==> src/rtl/rxdma_pkg.sv <==
package rxdma_pkg;
  localparam int CFG_W   = 8;
  localparam int CHW     = 3;
  localparam int BIT_RST = 7;
  localparam int BIT_EN  = 6;
  localparam int BIT_DIR = 5;

  typedef enum logic {
    ST_IDLE = 1'b0,
    ST_XFER = 1'b1
  } xfer_st_e;
endpackage

==> src/rtl/rxdma_sync2.sv <==
module rxdma_sync2 #(
  parameter int         W       = 1,
  parameter logic [W-1:0] RST_VAL = '0
) (
  input  logic         clk,
  input  logic         rst_n,
  input  logic [W-1:0] d,
  output logic [W-1:0] q
);
  logic [W-1:0] s1_q, s2_q;

  always_ff @(posedge clk or negedge rst_n) begin
    if (!rst_n) begin
      s1_q <= RST_VAL;
      s2_q <= RST_VAL;
    end else begin
      s1_q <= d;
      s2_q <= s1_q;
    end
  end

  assign q = s2_q;
endmodule

==> src/rtl/rxdma_cfg_reg.sv <==
module rxdma_cfg_reg
  import rxdma_pkg::*;
(
  input  logic             clk,
  input  logic             rst_n,
  input  logic             we,
  input  logic [CFG_W-1:0] wdata,
  output logic [CFG_W-1:0] rdata,
  output logic             en,
  output logic             dir_mode,
  output logic [CHW-1:0]   chan,
  output logic             restart_pulse,
  output logic             disable_now
);
  logic           rst_q, rst_d;
  logic           en_q, en_d;
  logic           dir_q, dir_d;
  logic [CHW-1:0] chan_q, chan_d;

  always_comb begin
    rst_d  = rst_q;
    en_d   = en_q;
    dir_d  = dir_q;
    chan_d = chan_q;
    if (we) begin
      rst_d  = wdata[BIT_RST];
      en_d   = wdata[BIT_EN];
      dir_d  = wdata[BIT_DIR];
      chan_d = wdata[CHW-1:0];
    end
  end

  always_ff @(posedge clk or negedge rst_n) begin
    if (!rst_n) begin
      rst_q  <= 1'b0;
      en_q   <= 1'b0;
      dir_q  <= 1'b0;
      chan_q <= '0;
    end else if (we) begin
      rst_q  <= rst_d;
      en_q   <= en_d;
      dir_q  <= dir_d;
      chan_q <= chan_d;
    end
  end

  assign restart_pulse = we & wdata[BIT_RST] & ~rst_q;
  assign disable_now   = we & ~wdata[BIT_EN];
  assign en            = en_q;
  assign dir_mode      = dir_q;
  assign chan          = chan_q;
  assign rdata         = {rst_q, en_q, dir_q, {(CFG_W-CHW-3){1'b0}}, chan_q};
endmodule

==> src/rtl/rxdma_chan_mux.sv <==
module rxdma_chan_mux
  import rxdma_pkg::*;
#(
  parameter int NCH = 8,
  parameter int DW  = 8
) (
  input  logic [CHW-1:0]    sel,
  input  logic              pop_evt,
  input  logic [NCH*DW-1:0] buf_data,
  input  logic [NCH-1:0]    buf_eom,
  input  logic [NCH-1:0]    buf_msg_ready,
  output logic [DW-1:0]     data_sel,
  output logic              eom_sel,
  output logic              ready_sel,
  output logic [NCH-1:0]    buf_pop
);
  logic [NCH-1:0] hit;

  for (genvar g = 0; g < NCH; g++) begin : g_ch
    assign hit[g]     = (sel == CHW'(g));
    assign buf_pop[g] = hit[g] & pop_evt;
  end

  always_comb begin
    data_sel  = '0;
    eom_sel   = 1'b0;
    ready_sel = 1'b0;
    for (int i = 0; i < NCH; i++) begin
      if (hit[i]) begin
        data_sel  = buf_data[i*DW +: DW];
        eom_sel   = buf_eom[i];
        ready_sel = buf_msg_ready[i];
      end
    end
  end
endmodule

==> src/rtl/rxdma_xfer_ctrl.sv <==
module rxdma_xfer_ctrl
  import rxdma_pkg::*;
(
  input  logic           clk,
  input  logic           rst_n,
  input  logic           en,
  input  logic           dir_mode,
  input  logic [CHW-1:0] cfg_chan,
  input  logic           abort,
  input  logic           ready_sel,
  input  logic           eom_sel,
  input  logic           rd_s,
  input  logic           wr_s,
  input  logic           ack_s,
  output logic [CHW-1:0] sel_ch,
  output logic [CHW-1:0] held_ch,
  output logic           pop_evt,
  output logic           data_oe,
  output logic           req_n
);
  xfer_st_e       state_q, state_d;
  logic [CHW-1:0] held_q;
  logic           qual_prev_q;
  logic           str_act, in_xfer, qual;

  assign in_xfer = (state_q == ST_XFER);
  assign str_act = dir_mode ? (~wr_s & rd_s) : ~rd_s;
  assign qual    = in_xfer & ~ack_s & str_act;
  assign pop_evt = qual_prev_q & ~str_act & ~ack_s & in_xfer & ~abort;
  assign sel_ch  = in_xfer ? held_q : cfg_chan;

  always_comb begin
    state_d = state_q;
    case (state_q)
      ST_IDLE: if (en && ready_sel && !abort) state_d = ST_XFER;
      ST_XFER: begin
        if (abort || !en)          state_d = ST_IDLE;
        else if (pop_evt && eom_sel) state_d = ST_IDLE;
      end
      default: state_d = ST_IDLE;
    endcase
  end

  always_ff @(posedge clk or negedge rst_n) begin
    if (!rst_n) begin
      state_q     <= ST_IDLE;
      held_q      <= '0;
      qual_prev_q <= 1'b0;
    end else begin
      state_q     <= state_d;
      held_q      <= sel_ch;
      qual_prev_q <= qual;
    end
  end

  assign data_oe = qual;
  assign req_n   = ~in_xfer;
  assign held_ch = held_q;
endmodule

==> src/rtl/rxdma_rd_port.sv <==
module rxdma_rd_port
  import rxdma_pkg::*;
#(
  parameter int NCH = 8,
  parameter int DW  = 8
) (
  input  logic              clk,
  input  logic              rst_n,
  input  logic              cfg_we,
  input  logic [CFG_W-1:0]  cfg_wdata,
  output logic [CFG_W-1:0]  cfg_rdata,
  output logic              dma_req_n,
  input  logic              dma_ack_n,
  input  logic              rd_n,
  input  logic              wr_n,
  output logic [DW-1:0]     data_out,
  output logic              data_oe,
  output logic [NCH-1:0]    buf_pop,
  input  logic [NCH*DW-1:0] buf_data,
  input  logic [NCH-1:0]    buf_eom,
  input  logic [NCH-1:0]    buf_msg_ready
);
  logic [1:0]     rs_q;
  logic           rst_int_n;
  logic           en, dir_mode, restart_pulse, disable_now;
  logic [CHW-1:0] cfg_chan, sel_ch, held_ch;
  logic [2:0]     pins_s;
  logic           rd_s, wr_s, ack_s;
  logic           ready_sel, eom_sel, pop_evt;
  logic [DW-1:0]  data_sel;

  always_ff @(posedge clk or negedge rst_n) begin
    if (!rst_n) rs_q <= 2'b00;
    else        rs_q <= {rs_q[0], 1'b1};
  end
  assign rst_int_n = rs_q[1];

  rxdma_sync2 #(.W(3), .RST_VAL(3'b111)) u_sync (
    .clk(clk), .rst_n(rst_int_n),
    .d({dma_ack_n, wr_n, rd_n}), .q(pins_s)
  );
  assign rd_s  = pins_s[0];
  assign wr_s  = pins_s[1];
  assign ack_s = pins_s[2];

  rxdma_cfg_reg u_cfg (
    .clk(clk), .rst_n(rst_int_n), .we(cfg_we), .wdata(cfg_wdata),
    .rdata(cfg_rdata), .en(en), .dir_mode(dir_mode), .chan(cfg_chan),
    .restart_pulse(restart_pulse), .disable_now(disable_now)
  );

  rxdma_xfer_ctrl u_ctrl (
    .clk(clk), .rst_n(rst_int_n), .en(en), .dir_mode(dir_mode),
    .cfg_chan(cfg_chan), .abort(restart_pulse | disable_now),
    .ready_sel(ready_sel), .eom_sel(eom_sel),
    .rd_s(rd_s), .wr_s(wr_s), .ack_s(ack_s),
    .sel_ch(sel_ch), .held_ch(held_ch), .pop_evt(pop_evt),
    .data_oe(data_oe), .req_n(dma_req_n)
  );

  rxdma_chan_mux #(.NCH(NCH), .DW(DW)) u_mux (
    .sel(sel_ch), .pop_evt(pop_evt), .buf_data(buf_data),
    .buf_eom(buf_eom), .buf_msg_ready(buf_msg_ready),
    .data_sel(data_sel), .eom_sel(eom_sel), .ready_sel(ready_sel),
    .buf_pop(buf_pop)
  );

  assign data_out = data_oe ? data_sel : '0;
endmodule

==> config.mk <==
export PLATFORM = sky130hd
export DESIGN_NAME = rxdma_rd_port
export DESIGN_NICKNAME = d
export VERILOG_FILES = /design/src/rtl/rxdma_pkg.sv /design/src/rtl/rxdma_sync2.sv /design/src/rtl/rxdma_cfg_reg.sv /design/src/rtl/rxdma_chan_mux.sv /design/src/rtl/rxdma_xfer_ctrl.sv /design/src/rtl/rxdma_rd_port.sv
export SDC_FILE = /design/constraint.sdc
export NUM_CORES = 1
export LEC_CHECK = 0
export BUFFER_PORTS_ARGS = -buffer_cell sky130_fd_sc_hd__buf_4
export CORE_MARGIN = 2
export CORE_UTILIZATION = 42
export CTS_BUF_LIST = sky130_fd_sc_hd__clkbuf_2 sky130_fd_sc_hd__clkbuf_4 sky130_fd_sc_hd__clkbuf_8
export CTS_CLUSTER_DIAMETER = 80
export DETAILED_ROUTE_END_ITERATION = 7
export PLACE_DENSITY = 0.83
export SLEW_MARGIN = 20
export SYNTH_ARGS = -nofsm -noshare
export SYNTH_HDL_FRONTEND = slang
export SYNTH_SLANG_ARGS = --single-unit
==> constraint.sdc <==
create_clock -name clk -period 1.9 [get_ports clk]
set_input_delay 0.285 -clock clk [delete_from_list [all_inputs] [get_ports clk]]
set_output_delay 0.285 -clock clk [all_outputs]
set_load 0.005 [all_outputs]
==> flow_metrics.tcl, run 1 <==
set metrics [dict create \
    status "finished with violations" \
    violations "negative setup slack" \
    htreeDepth 1 \
    overflow 0 \
    r2r_start "u_ctrl.in_xfer" \
    reg2reg_slack_ps 0 \
    cts_root_buf "clkbuf_8" \
    ant_nets 0 \
    setup_slack_ps -422 \
    syn_area_per_cell_sq_um 7.83 \
    hold_viol 0 \
    drt_iter0_drc 164 \
    antenna_found_initial 0 \
    irDropWorstVdd_mv 0.680 \
    drc 0 \
    synth_cells 210 \
    timing.rr.end "u_ctrl.in_xfer" \
    die_y_um 66.6 \
    synthAdderAreaFrac_pct 0 \
    grt_pass1_vias 2109 \
    min_period_ps 2320 \
    netlist_area_sq_um 1640 \
    grt_busiest_layer "met2" \
    hold_path.class "in -> reg" \
    final-max-slew-violation-count 0 \
    cts_buffer_depth 2 \
    detailedPlace.worstSlack_ps -215 \
    use_met1_pct 32.8 \
    yosys.area.top_type_share_pct 19.8 \
    hp-start "dma_ack_n" \
    dieArea_sq_um 4430 \
    slowest_stage "dfrtp_2" \
    cp_cell_sequence "mux2i_4, inv_4, buf_12, o211ai_1, o21ai_1, a2111oi_1, buf_4" \
    firstDrtPassIters 4 \
    initial_core_util_pct 44.2 \
    grt_max_degree 22 \
    rsz0062_at_grt "true" \
    synth_simple_gate_area_share_pct 20.6 \
    tightest_slew_ps 686 \
    crit_fanout 21 \
    crit_buf_inv 3 \
    worstPathRequired_ps 1620 \
    fp-row-count 22 \
    finalSetupViolations 17 \
    dr_total_vias 2128 \
    end_kind "output port" \
    clk_pin_slew_ps 70 \
    synth-edff-count 0 \
    dpl.cell_count 385 \
    synth_ff_type "dfrtp_1" \
    globalRouteMet2Util_pct 49.3 \
    synth_top_family_by_area "compound AO/OA/AOI/OAI gates" \
    design_area_sq_um 2880 \
    hold_depth 1 \
    ys_ff_latch 19 \
    place.gp.congestion 0.919 \
    slew_headroom_pct 54.2 \
    yosysWarnings 0 \
    rr_worst_depth 7 \
    grt_pass1_wl_mm 9.55 \
    numCtsBuffers 3 \
    synth.most_common_cell "nand2_1" \
    final_nets 442 \
    layout.cells.non_filler 395 \
    place_area_sq_um 2690 \
    fmax_ghz 0.431 \
    cp_top_family "compound AO/OA/AOI/OAI gates" \
    cp-start-kind "flop" \
    yosysTopAreaCell "dfrtp_1" \
    total_power_mw 2.34 \
    synth.distinct_cells 41 \
    drive_gt1_share_pct 54.5 \
    path_class "reg -> out" \
    vias_per_cell 5.39 \
    area_growth_syn_to_layout_pct 75.3 \
    ys_seq_area_share_pct 29.4 \
    cap_violations 0 \
    async_reset_ff_share_pct 100 \
    synth_common_cells "32 x nand2_1, 27 x nor2_1, 13 x dfrtp_1, 12 x inv_1" \
    arrival_ps 2040 \
    met3_usage_pct 6.93 \
    clk_latency_ps 260 \
    pin_count 120 \
    min_period_over_period_pct 122 \
    hold_ws_ps 129 \
    port_buffers 115 \
    hpwlAfterDp_mm 4.68 \
    drt-wirelength-per-cell_um 15.9 \
    synthMuxAreaShare_pct 10.3 \
    p_leak_nw 1.38 \
    core_area_sq_um 3720 \
    die_w_um 66.6 \
    skew_ps 3.48 \
    yosys.area_share.xor_xnor_pct 0 \
    whs_endpoint "u_sync.s1_q[2]" \
    cts_tree "done" \
    synth_compound_area_share_pct 27.6 \
    cpPeakStageDelay_ps 410 \
    powerDensity_nw_per_um2 812 \
    synth_area_leaders "dfrtp_1 20%, dfstp_2 9.6%, nand2_1 7.3%" \
    wirelength_mm 6.27 \
    grt.total_usage_pct 28.0 \
    n_antenna_cell 0 \
    clock-sinks 19 \
]
how the worst max path moves through the flow:
stage                   start     endpoint  slack, ps  cells after the start
3_3_place_gp   u_ctrl.in_xfer  data_out[7]       -190                      7
5_1_grt        u_ctrl.in_xfer  data_out[7]       -500                      7
4_1_cts        u_ctrl.in_xfer  data_out[7]       -420                      7
2_1_floorplan  u_ctrl.in_xfer  data_out[0]         40                      6
3_5_place_dp   u_ctrl.in_xfer  data_out[2]       -210                      7
6_report       u_ctrl.in_xfer  data_out[0]       -420                      7
through the flow:
stage / util, % / TNS (ps)
after global placement: 72.4 / -1450
final: 77.6 / -3760
after detailed placement: 72.4 / -1640
after floorplan: - / 0
after CTS: 76.8 / -3950
after global routing: 77.6 / -5470
area by class of cell:
| class | instances | area, sq um |
|---|---|---|
| inverters | 15 | 58.8 |
| clock buffers | 3 | 41.3 |
| repair buffers | 151 | 1200 |
| clock inverters | 1 | 5.00 |
| flip-flops and latches | 19 | 484 |
| fillers | 285 | 833 |
| multi-input cells | 158 | 1040 |
| well taps | 48 | 60.1 |
per-layer routing:
metal  wire length (um)  share of wire, %
met2               3170                51
met3                478               7.6
met5                  0                 0
met4                156               2.5
met1               2470                39
logic make-up (layout without fill, tap and decap cells):
logic type	count (synthesis)	in the layout
flops	19	19
simple gates	79	79
other cells	2	3
buf+inv	34	170
mux	13	13
compound gates	63	63
power breakdown:
group / leakage [nW] / switching, mW / total, mW / internal, mW
Clock: 0.0255 / 0.130 / 0.276 / 0.146
Combinational: 1.14 / 0.762 / 1.53 / 0.771
Sequential: 0.217 / 0.0693 / 0.531 / 0.462
Total: 1.38 / 0.962 / 2.34 / 1.38
worst reg2reg max path: stages, from the launching register on:
cell,delay (ps)
dfrtp_2,410
buf_4,170
mux2i_4,260
buf_8,180
mux2_2,340
o22ai_1,170
nor3_1,70
a41o_1,200
sequential cells by signal, indices dropped and copies added, names as in the netlist:
register	count
u_sync.q	3
u_cfg.dir_mode	1
u_ctrl.held_ch	3
u_cfg.en	1
u_ctrl.qual_prev_q	1
u_ctrl.in_xfer	1
u_cfg.chan	3
rs_q	2
u_cfg.rst_q	1
u_sync.s1_q	3
layout by cell type (no fill, tap or decap), types with 2 or more instances in the layout:
master,instances
inv_1,12
conb_1,3
a21oi_1,9
o221ai_1,8
a31oi_1,2
dfstp_2,6
buf_12,2
dfrtp_1,12
o211ai_1,8
buf_4,138
nand3b_1,4
buf_6,8
o21ai_0,2
o21ai_1,8
nor2_1,24
nand2_1,31
clkbuf_8,3
nor2_2,3
o22ai_1,9
mux2_2,8
mux2i_4,2
mux2i_1,2
a2111oi_2,7
nand3_1,10
timing repair:
item,in CTS,in global routing
setup endpoints to repair,17,17
setup buffers,3,1
hold buffers,1,0
pin swaps,9,9
gates cloned,1,0
hold endpoints to repair,2,0
gates resized for setup,21,4
Power figures use the tool's default switching activity.
==> inputs of run 2 (changes only) <==
CELL_PAD_IN_SITES_DETAIL_PLACEMENT = 1   (was unset)
CELL_PAD_IN_SITES_GLOBAL_PLACEMENT = 2   (was unset)
CORE_UTILIZATION = 21   (was 42)
CTS_BUF_LIST = sky130_fd_sc_hd__clkbuf_8   (was sky130_fd_sc_hd__clkbuf_2 sky130_fd_sc_hd__clkbuf_4 sky130_fd_sc_hd__clkbuf_8)
PLACE_DENSITY = unset   (was 0.83)
PLACE_DENSITY_LB_ADDON = 0.1   (was unset)
==> flow_metrics.tcl, run 2 (synthesis results as in run 1) <==
set metrics [dict create \
    clockPowerShare_pct 9.8 \
    overflow 0 \
    arrival_ps 2060 \
    worstPathRequired_ps 1620 \
    numCtsBuffers 3 \
    status "finished with violations" \
    r2r_start "u_ctrl.in_xfer" \
    rr_worst_depth 9 \
    p_int_mw 1.68 \
    final_nets 453 \
    cap_violations 0 \
    hold_ws_ps 130 \
    violations "negative setup slack" \
    pin_count 120 \
    initial_core_util_pct 21.5 \
    end_kind "output port" \
    crit_fanout 5 \
    drt-wirelength-per-cell_um 16.9 \
    cts_tree "done" \
    rsz0062_at_grt "true" \
    vias_per_cell 4.65 \
    cts_buffer_depth 2 \
    cts_root_buf "clkbuf_8" \
    hold_path.class "in -> reg" \
    skew_ps 6.25 \
    ant_nets 0 \
    p_sw_share_pct 40.8 \
    min_period_over_period_pct 123 \
    area_growth_syn_to_layout_pct 99.2 \
    cp-start-kind "flop" \
    htreeDepth 1 \
    nFillCells 932 \
    place_area_sq_um 2750 \
    cp_cell_sequence "buf_6, mux2i_4, buf_6, nand2_1, buf_6, o22ai_1, a2111oi_2, buf_4" \
    finalSetupViolations 17 \
    grt_pass1_wl_mm 11.8 \
    port_buffers 115 \
    final_common_cell "buf_4" \
    p_seq_share_pct 18.9 \
    cpPeakStageDelay_ps 450 \
    slew_headroom_pct 54.5 \
    clk_latency_ps 250 \
    hold_depth 1 \
    crit_buf_inv 4 \
    grt.total_usage_pct 17.3 \
    cp.depth 8 \
    hold_viol 0 \
    mostFrequentLayoutCells "139 x buf_4, 25 x nand2_1, 17 x nor2_1" \
    clock-sinks 19 \
    die_w_um 92.5 \
    fp-row-count 32 \
    path_class "reg -> out" \
    fmax_ghz 0.426 \
    reg2reg_slack_ps -90 \
    wirelength_mm 7.80 \
    hp-start "rd_n" \
    timing.rr.end "u_ctrl.in_xfer" \
    path_common_cell "buf_6" \
    final_core_util_pct 42.8 \
    drt_iter0_drc 41 \
    final-max-slew-violation-count 0 \
    drive_gt1_share_pct 61.5 \
    pwr-share-comb_pct 71.2 \
    irDropWorstVdd_mv 0.483 \
    slowest_stage "dfrtp_2" \
    grt_max_degree 18 \
    hpwlAfterDp_mm 5.80 \
    powerDensity_nw_per_um2 869 \
    design_area_sq_um 3270 \
    drc 0 \
    core_area_sq_um 7650 \
    dpl.cell_count 436 \
    dieArea_sq_um 8550 \
    tightest_slew_ps 683 \
    cp_top_family "buffers and inverters" \
    grt_pass1_vias 2286 \
    firstDrtPassIters 4 \
    place.gp.congestion 0.763 \
    min_period_ps 2350 \
    setup_slack_ps -446 \
    dr_total_vias 2140 \
    layout.cells.non_filler 460 \
    antenna_found_initial 0 \
    n_antenna_cell 0 \
    whs_endpoint "u_sync.s1_q[0]" \
    p_leak_nw 1.51 \
    clk_pin_slew_ps 80 \
    die_y_um 92.5 \
    p_sw_mw 1.16 \
]
## run 2: cell count changes in the layout (fill, tap and decap cells not counted), sizes merged
cell    change
clkbuf      +1
buf        +10
## run 2: layout make-up
cell class,count,area [sq um],share of cell area (%)
Timing Repair Buffer,162,1410,43.1
Multi-Input combinational cell,158,1140,34.9
Sequential cell,19,484,14.8
Tap cell,102,128,3.90
Inverter,15,61.3,1.87
Clock buffer,3,41.3,1.26
Clock inverter,1,5.00,0.153
## run 2: power groups by stage
stage               Combinational [mW]  Sequential (mW)  Clock [mW]
floorplan                        0.807            0.516           0
global placement                  1.40            0.540           0
detailed placement                1.41            0.543           0
CTS                               1.79            0.533       0.297
global route                      2.19            0.548       0.311
finish                            2.03            0.538       0.280
## run 2: repair_timing
item                                    4_1_cts  5_1_grt
setup buffers                                10        6
resized for setup                            34       31
pin swaps                                    17        3
hold endpoints to repair                      2        0
hold buffers                                  1        0
endpoints found under the setup margin       17       17
cloned                                        3        1
## run 2: through the flow
step / TNS [ps] / setup WS (ps) / power, mW
CTS: -4940 / -444 / 2.62
global route: -6120 / -566 / 3.05
finish: -4300 / -446 / 2.84
detailed placement: -3420 / -377 / 1.95
floorplan: 0 / 41.2 / 1.32
global placement: -2720 / -317 / 1.94
## run 2: worst max path at each step
stage	start	end	slack [ps]
after floorplan	u_ctrl.in_xfer	data_out[0]	40
after global placement	u_ctrl.in_xfer	data_out[1]	-320
after detailed placement	u_ctrl.in_xfer	data_out[1]	-380
after CTS	u_ctrl.in_xfer	data_out[6]	-440
after global routing	u_ctrl.in_xfer	data_out[1]	-570
final	u_ctrl.in_xfer	data_out[1]	-450
## run 2: routing by layer
layer	GRT usage, %	share of wire, %	up-vias
met5	0	0	-
met4	2.36	0.40	0
met3	2.77	5.0	4
met2	31.6	53	62
met1	21.9	41	1018
li1	-	-	1056
